**src/rtl/pw_pkg.sv**
```systemverilog
package pw_pkg;
  typedef enum logic {
    SEQ_IDLE = 1'b0,
    SEQ_BUSY = 1'b1
  } seq_state_e;
endpackage

```
**src/rtl/pw_page_buffer.sv**
```systemverilog
module pw_page_buffer #(
  parameter int ADDR_W     = 8,
  parameter int PAGE_BYTES = 8
) (
  input  logic                    clk,
  input  logic                    rst_n,
  input  logic                    clear,
  input  logic                    addr_set,
  input  logic [ADDR_W-1:0]       addr_in,
  input  logic                    wr_en,
  input  logic [7:0]              wr_data,
  input  logic [$clog2(PAGE_BYTES)-1:0] rd_idx,
  output logic [7:0]              rd_data,
  output logic                    rd_filled,
  output logic                    any_filled,
  output logic [ADDR_W-$clog2(PAGE_BYTES)-1:0] upper
);
  localparam int COL_W = $clog2(PAGE_BYTES);
  localparam int UP_W  = ADDR_W - COL_W;

  logic [7:0]            slot_q [PAGE_BYTES];
  logic [PAGE_BYTES-1:0] fill_q;
  logic [COL_W-1:0]      col_q;
  logic [UP_W-1:0]       upper_q;

  // column and fixed page bits; the column wraps by its own width
  always_ff @(posedge clk or negedge rst_n) begin
    if (!rst_n) begin
      col_q   <= '0;
      upper_q <= '0;
    end else if (addr_set) begin
      col_q   <= addr_in[COL_W-1:0];
      upper_q <= addr_in[ADDR_W-1:COL_W];
    end else if (wr_en) begin
      col_q   <= col_q + 1'b1;
    end
  end

  always_ff @(posedge clk or negedge rst_n) begin
    if (!rst_n) begin
      fill_q <= '0;
      for (int i = 0; i < PAGE_BYTES; i++) slot_q[i] <= '0;
    end else if (clear) begin
      fill_q <= '0;
    end else if (wr_en) begin
      for (int i = 0; i < PAGE_BYTES; i++) begin
        if (col_q == COL_W'(i)) begin
          slot_q[i] <= wr_data;
          fill_q[i] <= 1'b1;
        end
      end
    end
  end

  assign rd_data    = slot_q[rd_idx];
  assign rd_filled  = fill_q[rd_idx];
  assign any_filled = |fill_q;
  assign upper      = upper_q;
endmodule

```
**src/rtl/pw_wp_guard.sv**
```systemverilog
module pw_wp_guard (
  input  logic clk,
  input  logic rst_n,
  input  logic cmd_start,
  input  logic d0_edge,
  input  logic wp,
  output logic cancel
);
  logic window_q;
  logic cancel_q;

  // the window opens at the D0 sampling edge and stays open until the next command
  always_ff @(posedge clk or negedge rst_n) begin
    if (!rst_n) begin
      window_q <= 1'b0;
      cancel_q <= 1'b0;
    end else if (cmd_start) begin
      window_q <= 1'b0;
      cancel_q <= 1'b0;
    end else begin
      if (d0_edge) window_q <= 1'b1;
      if ((d0_edge || window_q) && wp) cancel_q <= 1'b1;
    end
  end

  assign cancel = cancel_q;
endmodule

```
**src/rtl/pw_write_seq.sv**
```systemverilog
module pw_write_seq
  import pw_pkg::*;
#(
  parameter int PAGE_BYTES = 8,
  parameter int WR_CYCLES  = 20
) (
  input  logic                  clk,
  input  logic                  rst_n,
  input  logic                  start,
  input  logic                  wp,
  input  logic                  slot_filled,
  input  logic                  mem_ready,
  output logic [$clog2(PAGE_BYTES)-1:0] rd_idx,
  output logic                  mem_valid,
  output logic                  busy,
  output logic                  finish,
  output logic                  done,
  output logic                  aborted
);
  localparam int COL_W = $clog2(PAGE_BYTES);
  localparam int IDX_W = COL_W + 1;
  localparam int TMR_W = $clog2(WR_CYCLES + 1);

  seq_state_e       state_q;
  logic [IDX_W-1:0] idx_q;
  logic [TMR_W-1:0] tmr_q;
  logic             walk_done;
  logic             expired;
  logic             step;

  assign walk_done = (idx_q == IDX_W'(PAGE_BYTES));
  assign expired   = (tmr_q == TMR_W'(WR_CYCLES - 1));
  assign busy      = (state_q == SEQ_BUSY);
  assign mem_valid = busy && !walk_done && slot_filled;
  assign step      = !walk_done && (!slot_filled || mem_ready);
  assign finish    = busy && (wp || (expired && walk_done));
  assign rd_idx    = idx_q[COL_W-1:0];

  always_ff @(posedge clk or negedge rst_n) begin
    if (!rst_n) begin
      state_q <= SEQ_IDLE;
      idx_q   <= '0;
      tmr_q   <= '0;
      done    <= 1'b0;
      aborted <= 1'b0;
    end else begin
      done    <= 1'b0;
      aborted <= 1'b0;
      unique case (state_q)
        SEQ_IDLE: begin
          if (start) begin
            state_q <= SEQ_BUSY;
            idx_q   <= '0;
            tmr_q   <= '0;
          end
        end
        SEQ_BUSY: begin
          if (wp) begin
            state_q <= SEQ_IDLE;
            done    <= 1'b1;
            aborted <= 1'b1;
          end else begin
            if (step) idx_q <= idx_q + 1'b1;
            if (!expired) tmr_q <= tmr_q + 1'b1;
            if (expired && walk_done) begin
              state_q <= SEQ_IDLE;
              done    <= 1'b1;
            end
          end
        end
        default: state_q <= SEQ_IDLE;
      endcase
    end
  end
endmodule

```
**src/rtl/page_write_ctrl.sv**
```systemverilog
module page_write_ctrl #(
  parameter int ADDR_W     = 8,
  parameter int PAGE_BYTES = 8,
  parameter int WR_CYCLES  = 20
) (
  input  logic              clk,
  input  logic              rst_n,
  input  logic              cmd_start,
  input  logic              addr_set,
  input  logic [ADDR_W-1:0] addr_in,
  input  logic              d0_edge,
  input  logic              byte_valid,
  output logic              byte_ready,
  input  logic [7:0]        byte_data,
  input  logic              bit_pending,
  input  logic              stop_evt,
  input  logic              wp,
  output logic              busy,
  output logic              mem_wr_valid,
  input  logic              mem_wr_ready,
  output logic [ADDR_W-1:0] mem_wr_addr,
  output logic [7:0]        mem_wr_data,
  output logic              cycle_done,
  output logic              cycle_aborted
);
  localparam int COL_W = $clog2(PAGE_BYTES);
  localparam int UP_W  = ADDR_W - COL_W;

  logic             busy_w;
  logic             finish_w;
  logic             cancel_w;
  logic             any_filled_w;
  logic             rd_filled_w;
  logic [7:0]       rd_data_w;
  logic [COL_W-1:0] rd_idx_w;
  logic [UP_W-1:0]  upper_w;
  logic             start_ok;
  logic             cmd_ok;

  assign cmd_ok     = cmd_start && !busy_w;
  assign byte_ready = !busy_w;
  assign start_ok   = stop_evt && !busy_w && !bit_pending && any_filled_w
                      && !cancel_w && !cmd_start;

  pw_page_buffer #(
    .ADDR_W     (ADDR_W),
    .PAGE_BYTES (PAGE_BYTES)
  ) u_buf (
    .clk        (clk),
    .rst_n      (rst_n),
    .clear      (cmd_ok || finish_w),
    .addr_set   (addr_set && !busy_w),
    .addr_in    (addr_in),
    .wr_en      (byte_valid && !busy_w),
    .wr_data    (byte_data),
    .rd_idx     (rd_idx_w),
    .rd_data    (rd_data_w),
    .rd_filled  (rd_filled_w),
    .any_filled (any_filled_w),
    .upper      (upper_w)
  );

  pw_wp_guard u_guard (
    .clk       (clk),
    .rst_n     (rst_n),
    .cmd_start (cmd_ok),
    .d0_edge   (d0_edge && !busy_w),
    .wp        (wp),
    .cancel    (cancel_w)
  );

  pw_write_seq #(
    .PAGE_BYTES (PAGE_BYTES),
    .WR_CYCLES  (WR_CYCLES)
  ) u_seq (
    .clk         (clk),
    .rst_n       (rst_n),
    .start       (start_ok),
    .wp          (wp),
    .slot_filled (rd_filled_w),
    .mem_ready   (mem_wr_ready),
    .rd_idx      (rd_idx_w),
    .mem_valid   (mem_wr_valid),
    .busy        (busy_w),
    .finish      (finish_w),
    .done        (cycle_done),
    .aborted     (cycle_aborted)
  );

  assign busy        = busy_w;
  assign mem_wr_addr = {upper_w, rd_idx_w};
  assign mem_wr_data = rd_data_w;
endmodule

```
**config.mk**
```make
export PLATFORM = sky130hd
export DESIGN_NAME = page_write_ctrl
export DESIGN_NICKNAME = d
export VERILOG_FILES = /design/src/rtl/pw_pkg.sv /design/src/rtl/pw_page_buffer.sv /design/src/rtl/pw_wp_guard.sv /design/src/rtl/pw_write_seq.sv /design/src/rtl/page_write_ctrl.sv
export SDC_FILE = /design/constraint.sdc
export NUM_CORES = 1
export LEC_CHECK = 0
export ABC_AREA = 1
export CAP_MARGIN = 30
export CORE_ASPECT_RATIO = 1.4
export CORE_UTILIZATION = 45
export DETAILED_ROUTE_END_ITERATION = 8
export DONT_BUFFER_PORTS = 1
export MAX_ROUTING_LAYER = met4
export PLACE_DENSITY = 0.69
export SYNTH_ARGS = -nofsm -noshare
export SYNTH_HDL_FRONTEND = slang
export SYNTH_HIERARCHICAL = 1
export SYNTH_SLANG_ARGS = --single-unit
```
**constraint.sdc**
```tcl
create_clock -name clk -period 3 [get_ports clk]
set_input_delay 0.45 -clock clk [delete_from_list [all_inputs] [get_ports clk]]
set_output_delay 0.45 -clock clk [all_outputs]
set_load 0.01 [all_outputs]
```
==> out/results.ini, run 1 <==
[layout]
drive_gt1_share_pct=7.01
area_growth_pct=6.49
num_antenna_cells=0
nets=674

[power_and_ir_drop]
p_leak_nw=2.79
ir_drop_mv=0.443
power.density_nw_per_um2=979

[timing]
fin_crit_ns=2.50
rsz0062_at_grt=no
setup_violations=0
post-route-period-util_pct=83.3
finalWorstSetupSlack_ns=0.502
maxSlewViolCount=0
skew_ns=0.00623
hold_ws_ns=0.0173
fin_setup_tns_ns=0
worst_pin_slew_ns=0.591
hold_viol=0
fmax_ghz=0.400
max_slew_margin_pct=60.4

[drt]
postRouteAntennaNets=0
detailroute.via_count=3877
wirelength_um=10800
drt_iter0_drc=300
routedWlPerCell_um=13.8
drc=0
firstDrtPassIters=5
post_drt_via_cell_ratio=4.95

[placement]
io_buffers=0
place_congestion=0.821
place_ws_ns=0.672
hpwl_um=7020

[worst_setup_path]
cp_common_cell=nand2_1
path_max_fanout=22
cp.arrival_ns=2.05
cp_slowest_cell=dfrtp_1
start_kind=flip-flop
r2r_slack_ns=0.65
path_class=reg -> out
slowest_delay_ns=0.45
reg2reg_depth=10
crit_chain=clkinv_1, buf_4, nand2_1, nand3_1, nand2_1, nand2_1, nand2_1
rr_endpoint=u_buf/slot_q[18]$_DFFE_PN0P_
critPathTopFamily=buffers and inverters
cp-end-kind=primary output
required_ns=2.55
r2r-start=u_seq/tmr_q[0]$_DFFE_PN0P_
cp_num_buf_inv=2

[floorplanning]
die_h_um=126
dieArea_um2=11400
initial_core_util_pct=46.1
io_pins=47
num_rows=45
die_w_um=90.7
core-area_um2=10800

[global_route]
grt_max_degree=95
grt_pass1_wl_um=18600
overflow=0
antenna_found_initial=0
grt_usage_pct=21.4
grt_pass1_vias=3795

[synth]
synthTopCellsByArea=dfrtp_1 47%, nand2_1 18%, inv_1 7.9%
synth_top_area_cell=dfrtp_1
yosysSeqAreaShare_pct=47.5
synth-warning-count=6
synth.most_common_cell=nand2_1
ys_seq_elements=94
synth.top_cell.area_share_pct=47.5
yosysUniqueCellTypes=28
syn_area_um2=4950
syn-num-nets=681
synthArstFlopShare_pct=100
synth_edf_count=0
avgSynthCellArea_um2=7.67
syn-instance-count=646
synth_ff_type=dfrtp_1
netlist_top_cells_count=239 x nand2_1, 104 x inv_1, 94 x dfrtp_1

[clock_tree]
clockBufferDepth=2
post_cts_buffers=0
numCtsBuffers=9
tritoncts=yes
cts.htree.levels=3
insertion_delay_ns=0.35
clkSinkCount=94
clock-root-buffer=clkbuf_16
path_clk_slew_ns=0.06

[min_path]
hold_path.class=in -> async

[flow_run]
maxCapViolCount=0

[outcome]
outcome=finished, final reports clean

==> per-layer routing <==
metal  track usage (%)  part of all wire, %  vias to the layer above
met4              9.68                  2.6                        0
met2              33.4                   47                      117
met1              27.0                   45                     1768
li1                  -                    -                     1973
met5                 -                    0                        -
met3              4.11                  5.2                       19
==> repair_timing <==
item                      4_1_cts  5_1_grt
hold endpoints to repair       94        0
gates resized for setup         0        0
hold buffers                    1        0
==> flip-flops by register name (all words and copies together), names as in the netlist <==
signal,count
u_seq/aborted,1
u_buf/col_q,3
u_seq/busy,1
u_guard/window_q,1
u_buf/fill_q,8
u_guard/cancel,1
u_seq/idx_q,4
u_seq/tmr_q,5
u_buf/slot_q,64
u_buf/upper,5
u_seq/done,1
==> worst register-to-register path, cell delays in order, from the launching register on <==
cell     delay, ns
dfrtp_1       0.42
ha_1          0.26
nand2_1       0.07
inv_1         0.04
nand3_1       0.09
o21ai_1       0.10
or2_1         0.39
nor2_8        0.34
nand3_4       0.29
nand2_1       0.14
o21ai_1       0.07
==> report_power, final <==
group / internal, W / switching [W]
clock: 0.000572 / 0.000448
combinational: 0.000701 / 0.00134
sequential: 0.00177 / 0.000335
==> stage by stage <==
stage | total power, W | instances | utilization, % | instance area [µm²]
2_1_floorplan | 0.00371 | 646 | - | 4950
3_3_place_gp | 0.00405 | 768 | 46.4 | 4990
3_5_place_dp | 0.00413 | 768 | 46.4 | 4990
4_1_cts | 0.00521 | 783 | 49.0 | 5270
5_1_grt | 0.00566 | 783 | 49.0 | 5270
6_report | 0.00517 | 783 | 49.0 | 5270
==> worst max-delay path by stage <==
stage / startpoint / to / depth (start not counted)
6_report: u_seq/idx_q[0]$_DFFE_PN0P_ / mem_wr_data[2] / 7
5_1_grt: u_seq/idx_q[0]$_DFFE_PN0P_ / mem_wr_data[1] / 7
2_1_floorplan: u_seq/tmr_q[0]$_DFFE_PN0P_ / u_buf/slot_q[11]$_DFFE_PN0P_ / 11
4_1_cts: u_seq/idx_q[0]$_DFFE_PN0P_ / mem_wr_data[5] / 7
3_5_place_dp: u_seq/tmr_q[0]$_DFFE_PN0P_ / u_buf/slot_q[18]$_DFFE_PN0P_ / 10
3_3_place_gp: u_seq/idx_q[0]$_DFFE_PN0P_ / u_buf/slot_q[13]$_DFFE_PN0P_ / 9
==> area by class of cell <==
class                   count  area [µm²]
clock buffers              12         246
clock inverters             2        10.0
fillers                  1056        5480
inverters                 109         409
multi-input cells         418        2010
flip-flops and latches     94        2350
well taps                 141         176
repair buffers              7        72.6
==> cell usage in the layout (no fill, tap or decap), drive strengths merged <==
cell type / netlist / final
a21oi: 1 / 1
buf: 19 / 7
clkbuf: 6 / 12
clkinv: 3 / 5
dfrtp: 94 / 94
ha: 9 / 9
inv: 106 / 106
nand2: 242 / 242
nand3: 56 / 56
nand4: 4 / 4
nor2: 21 / 21
nor3: 1 / 1
o211ai: 2 / 2
o21ai: 78 / 78
or2: 3 / 3
xnor2: 1 / 1
==> cells by family after synthesis <==
family	count (synthesis)	share of synthesized area, %
buf+inv	134	12.0
xor+xnor	1	0.177
simple gates	327	29.2
compound gates	81	8.89
fa+ha+maj	9	2.27
flops	94	47.5
No activity file was read; power rests on OpenSTA's default activity.
==> run 2, diff against run 1 <==
==> constraint.sdc (replaced) <==
create_clock -name clk -period 2.5 [get_ports clk]
set_input_delay 0.375 -clock clk [delete_from_list [all_inputs] [get_ports clk]]
set_output_delay 0.375 -clock clk [all_outputs]
set_load 0.01 [all_outputs]
==> out/results.ini, run 2 (same netlist as run 1, synthesis figures left out) <==
[layout]
area_growth_pct=6.87
reg.largest.list=u_buf/slot_q: 64 flops, u_buf/fill_q: 8 flops
nets=675  ; +0.15%
design_area_um2=5290  ; +0.36%
top_register=u_buf/slot_q
nFillCells=1021  ; -3.3%
layout_common_cells=239 x nand2_1, 104 x inv_1, 93 x dfrtp_1, 50 x nand3_1, 46 x o21ai_1
num_antenna_cells=0  ; unchanged
drive_gt1_share_pct=7.78  ; +0.77 points
final_common_cell=nand2_1
largest_reg_flops=64  ; unchanged
stdcell_count=784  ; +0.13%

[floorplanning]
num_rows=45  ; unchanged
dieArea_um2=11400  ; unchanged
initial_core_util_pct=46.1  ; unchanged
die_h_um=126  ; unchanged
die_w_um=90.7  ; unchanged
core-area_um2=10800  ; unchanged
io_pins=47  ; unchanged

[global_route]
grt_pass1_wl_um=18300  ; -1.7%
grt_pass1_vias=3855  ; +1.6%
grt_usage_pct=21.0  ; -0.39 points
grt_max_degree=95  ; unchanged
antenna_found_initial=0  ; unchanged
overflow=0  ; unchanged

[timing]
hold_viol=94  ; +94
hold_ws_ns=-0.275  ; -0.292 ns
fmax_ghz=0.427
maxSlewViolCount=0  ; unchanged
skew_ns=0.00515  ; -0.00109 ns
post-route-period-util_pct=93.6
rsz0062_at_grt=no
max_slew_margin_pct=62.3  ; +1.9 points
worst_pin_slew_ns=0.563  ; -0.0279 ns
fin_setup_tns_ns=0  ; unchanged
fin_crit_ns=2.34
setup_violations=0  ; unchanged

[power_and_ir_drop]
p_int_w=0.00367  ; +21%
switching_share_pct=41.1  ; about the same
total_power_w=0.00624  ; +21%
ir_drop_mv=0.518  ; +17%
clkPwrFrac_pct=19.4  ; -0.4 points
power.density_nw_per_um2=1180  ; +20%
p_sw_w=0.00256  ; +21%
p_leak_nw=2.80  ; +0.26%
combPwrFrac_pct=40.1  ; +0.6 points
power_frac_seq_pct=40.5  ; -0.3 points

[clock_tree]
path_clk_slew_ns=0.06  ; about the same
numCtsBuffers=9  ; unchanged
clkSinkCount=94  ; unchanged
insertion_delay_ns=0.34  ; about the same
clockBufferDepth=2  ; unchanged
cts.htree.levels=3  ; unchanged
tritoncts=yes
clock-root-buffer=clkbuf_16

[outcome]
outcome=finished, violations left
violations=negative hold slack

[worst_setup_path]
path_class=reg -> out
cp_num_buf_inv=3  ; +1
reg2reg_depth=10  ; unchanged
critPathTopFamily=simple AND/OR/NAND/NOR gates
required_ns=2.12  ; -0.43 ns
path_max_fanout=36  ; +64%
cp.arrival_ns=1.96  ; -0.09 ns
cp-end-kind=primary output
cp_slowest_cell=dfrtp_2
start_kind=flip-flop
cp_num_cells=10  ; +3
crit_chain=buf_12, clkinv_1, buf_4, nand2_1, nand3_1, nand2_1, nand2_1, nand2_1, nand2_1, nor2_2
slowest_delay_ns=0.44  ; about the same
cp_common_cell=nand2_1

[drt]
drc=0  ; unchanged
drt_iter0_drc=287  ; -4.3%
firstDrtPassIters=5  ; unchanged
postRouteAntennaNets=0  ; unchanged
wirelength_um=11200  ; +3.4%
post_drt_via_cell_ratio=5.01  ; +1.3%
routedWlPerCell_um=14.2  ; +3.2%
detailroute.via_count=3931  ; +1.4%

[placement]
place_congestion=0.805  ; -1.9%
place_area_um2=5000  ; +0.15%
place_inst=769  ; +0.13%
io_buffers=0  ; unchanged
hpwl_um=7140  ; +1.8%

[min_path]
hold_path.class=in -> async

[flow_run]
maxCapViolCount=0  ; unchanged

-- run 2: per-stage QoR --
stage          worst slack [ns]  utilization [%]  hold slack, ns
3_3_place_gp              0.226             46.5          0.0821
2_1_floorplan             0.416                -          0.0794
3_5_place_dp              0.180             46.5          0.0820
5_1_grt                 0.00397             49.2          -0.290
6_report                  0.161             49.2          -0.275
4_1_cts                  0.0379             48.9          -0.285
-- run 2: cell type report --
| type | count | area, µm² | share of cell area [%] |
|---|---|---|---|
| Timing Repair Buffer | 8 | 90.1 | 1.70 |
| Sequential cell | 94 | 2350 | 44.5 |
| Multi-Input combinational cell | 418 | 2010 | 38.0 |
| Clock inverter | 5 | 28.8 | 0.544 |
| Inverter | 109 | 409 | 7.73 |
| Clock buffer | 9 | 225 | 4.26 |
| Tap cell | 141 | 176 | 3.33 |
-- run 2: worst register-to-register path, stage by stage (launching register included) --
cell     delay, ns
dfrtp_1       0.42
ha_1          0.27
nand2_1       0.08
inv_1         0.04
nand3_1       0.09
o21ai_1       0.10
or2_1         0.39
nor2_8        0.32
nand3_4       0.28
nand2_1       0.13
o21ai_1       0.08
-- run 2: what timing repair did --
| action | CTS | global route |
|---|---|---|
| gates resized for setup | 2 | 3 |
| cloned | 0 | 1 |
| endpoints found under the hold margin | 94 | 94 |
| endpoints found under the setup margin | 1 | 2 |
| setup buffers | 0 | 0 |
| pin swaps | 0 | 1 |
-- run 2: final timing paths --
| path | from | to | slack, ns |
|---|---|---|---|
| min reg2reg | u_buf/slot_q[11]$_DFFE_PN0P_ | u_buf/slot_q[11]$_DFFE_PN0P_ | 0.48 |
| min | rst_n | u_buf/slot_q[48]$_DFFE_PN0P_ | -0.28 |
| max in group asynchronous | rst_n | u_seq/idx_q[0]$_DFFE_PN0P_ | 2.66 |
| max reg2reg | u_seq/tmr_q[0]$_DFFE_PN0P_ | u_buf/slot_q[20]$_DFFE_PN0P_ | 0.17 |
| max | u_seq/idx_q[0]$_DFFE_PN0P_ | mem_wr_valid | 0.16 |
| min in group clk | addr_in[5] | u_buf/upper[2]$_DFFE_PN0P_ | 0.15 |
-- run 2: routing by layer --
layer | vias to the layer above | track usage (%) | share of wire (%)
li1 | 1969 | - | -
met5 | - | - | 0
met3 | 17 | 3.44 | 4.3
met1 | 1837 | 24.9 | 44
met4 | 0 | 9.30 | 2.1
met2 | 108 | 35.1 | 49
-- run 2: power groups by stage --
stage | registers, W | clock network, W | logic (W)
2_1_floorplan | 0.00245 | 0 | 0.00200
3_3_place_gp | 0.00250 | 0 | 0.00235
3_5_place_dp | 0.00253 | 0 | 0.00244
4_1_cts | 0.00251 | 0.00125 | 0.00246
5_1_grt | 0.00260 | 0.00130 | 0.00286
6_report | 0.00253 | 0.00121 | 0.00250
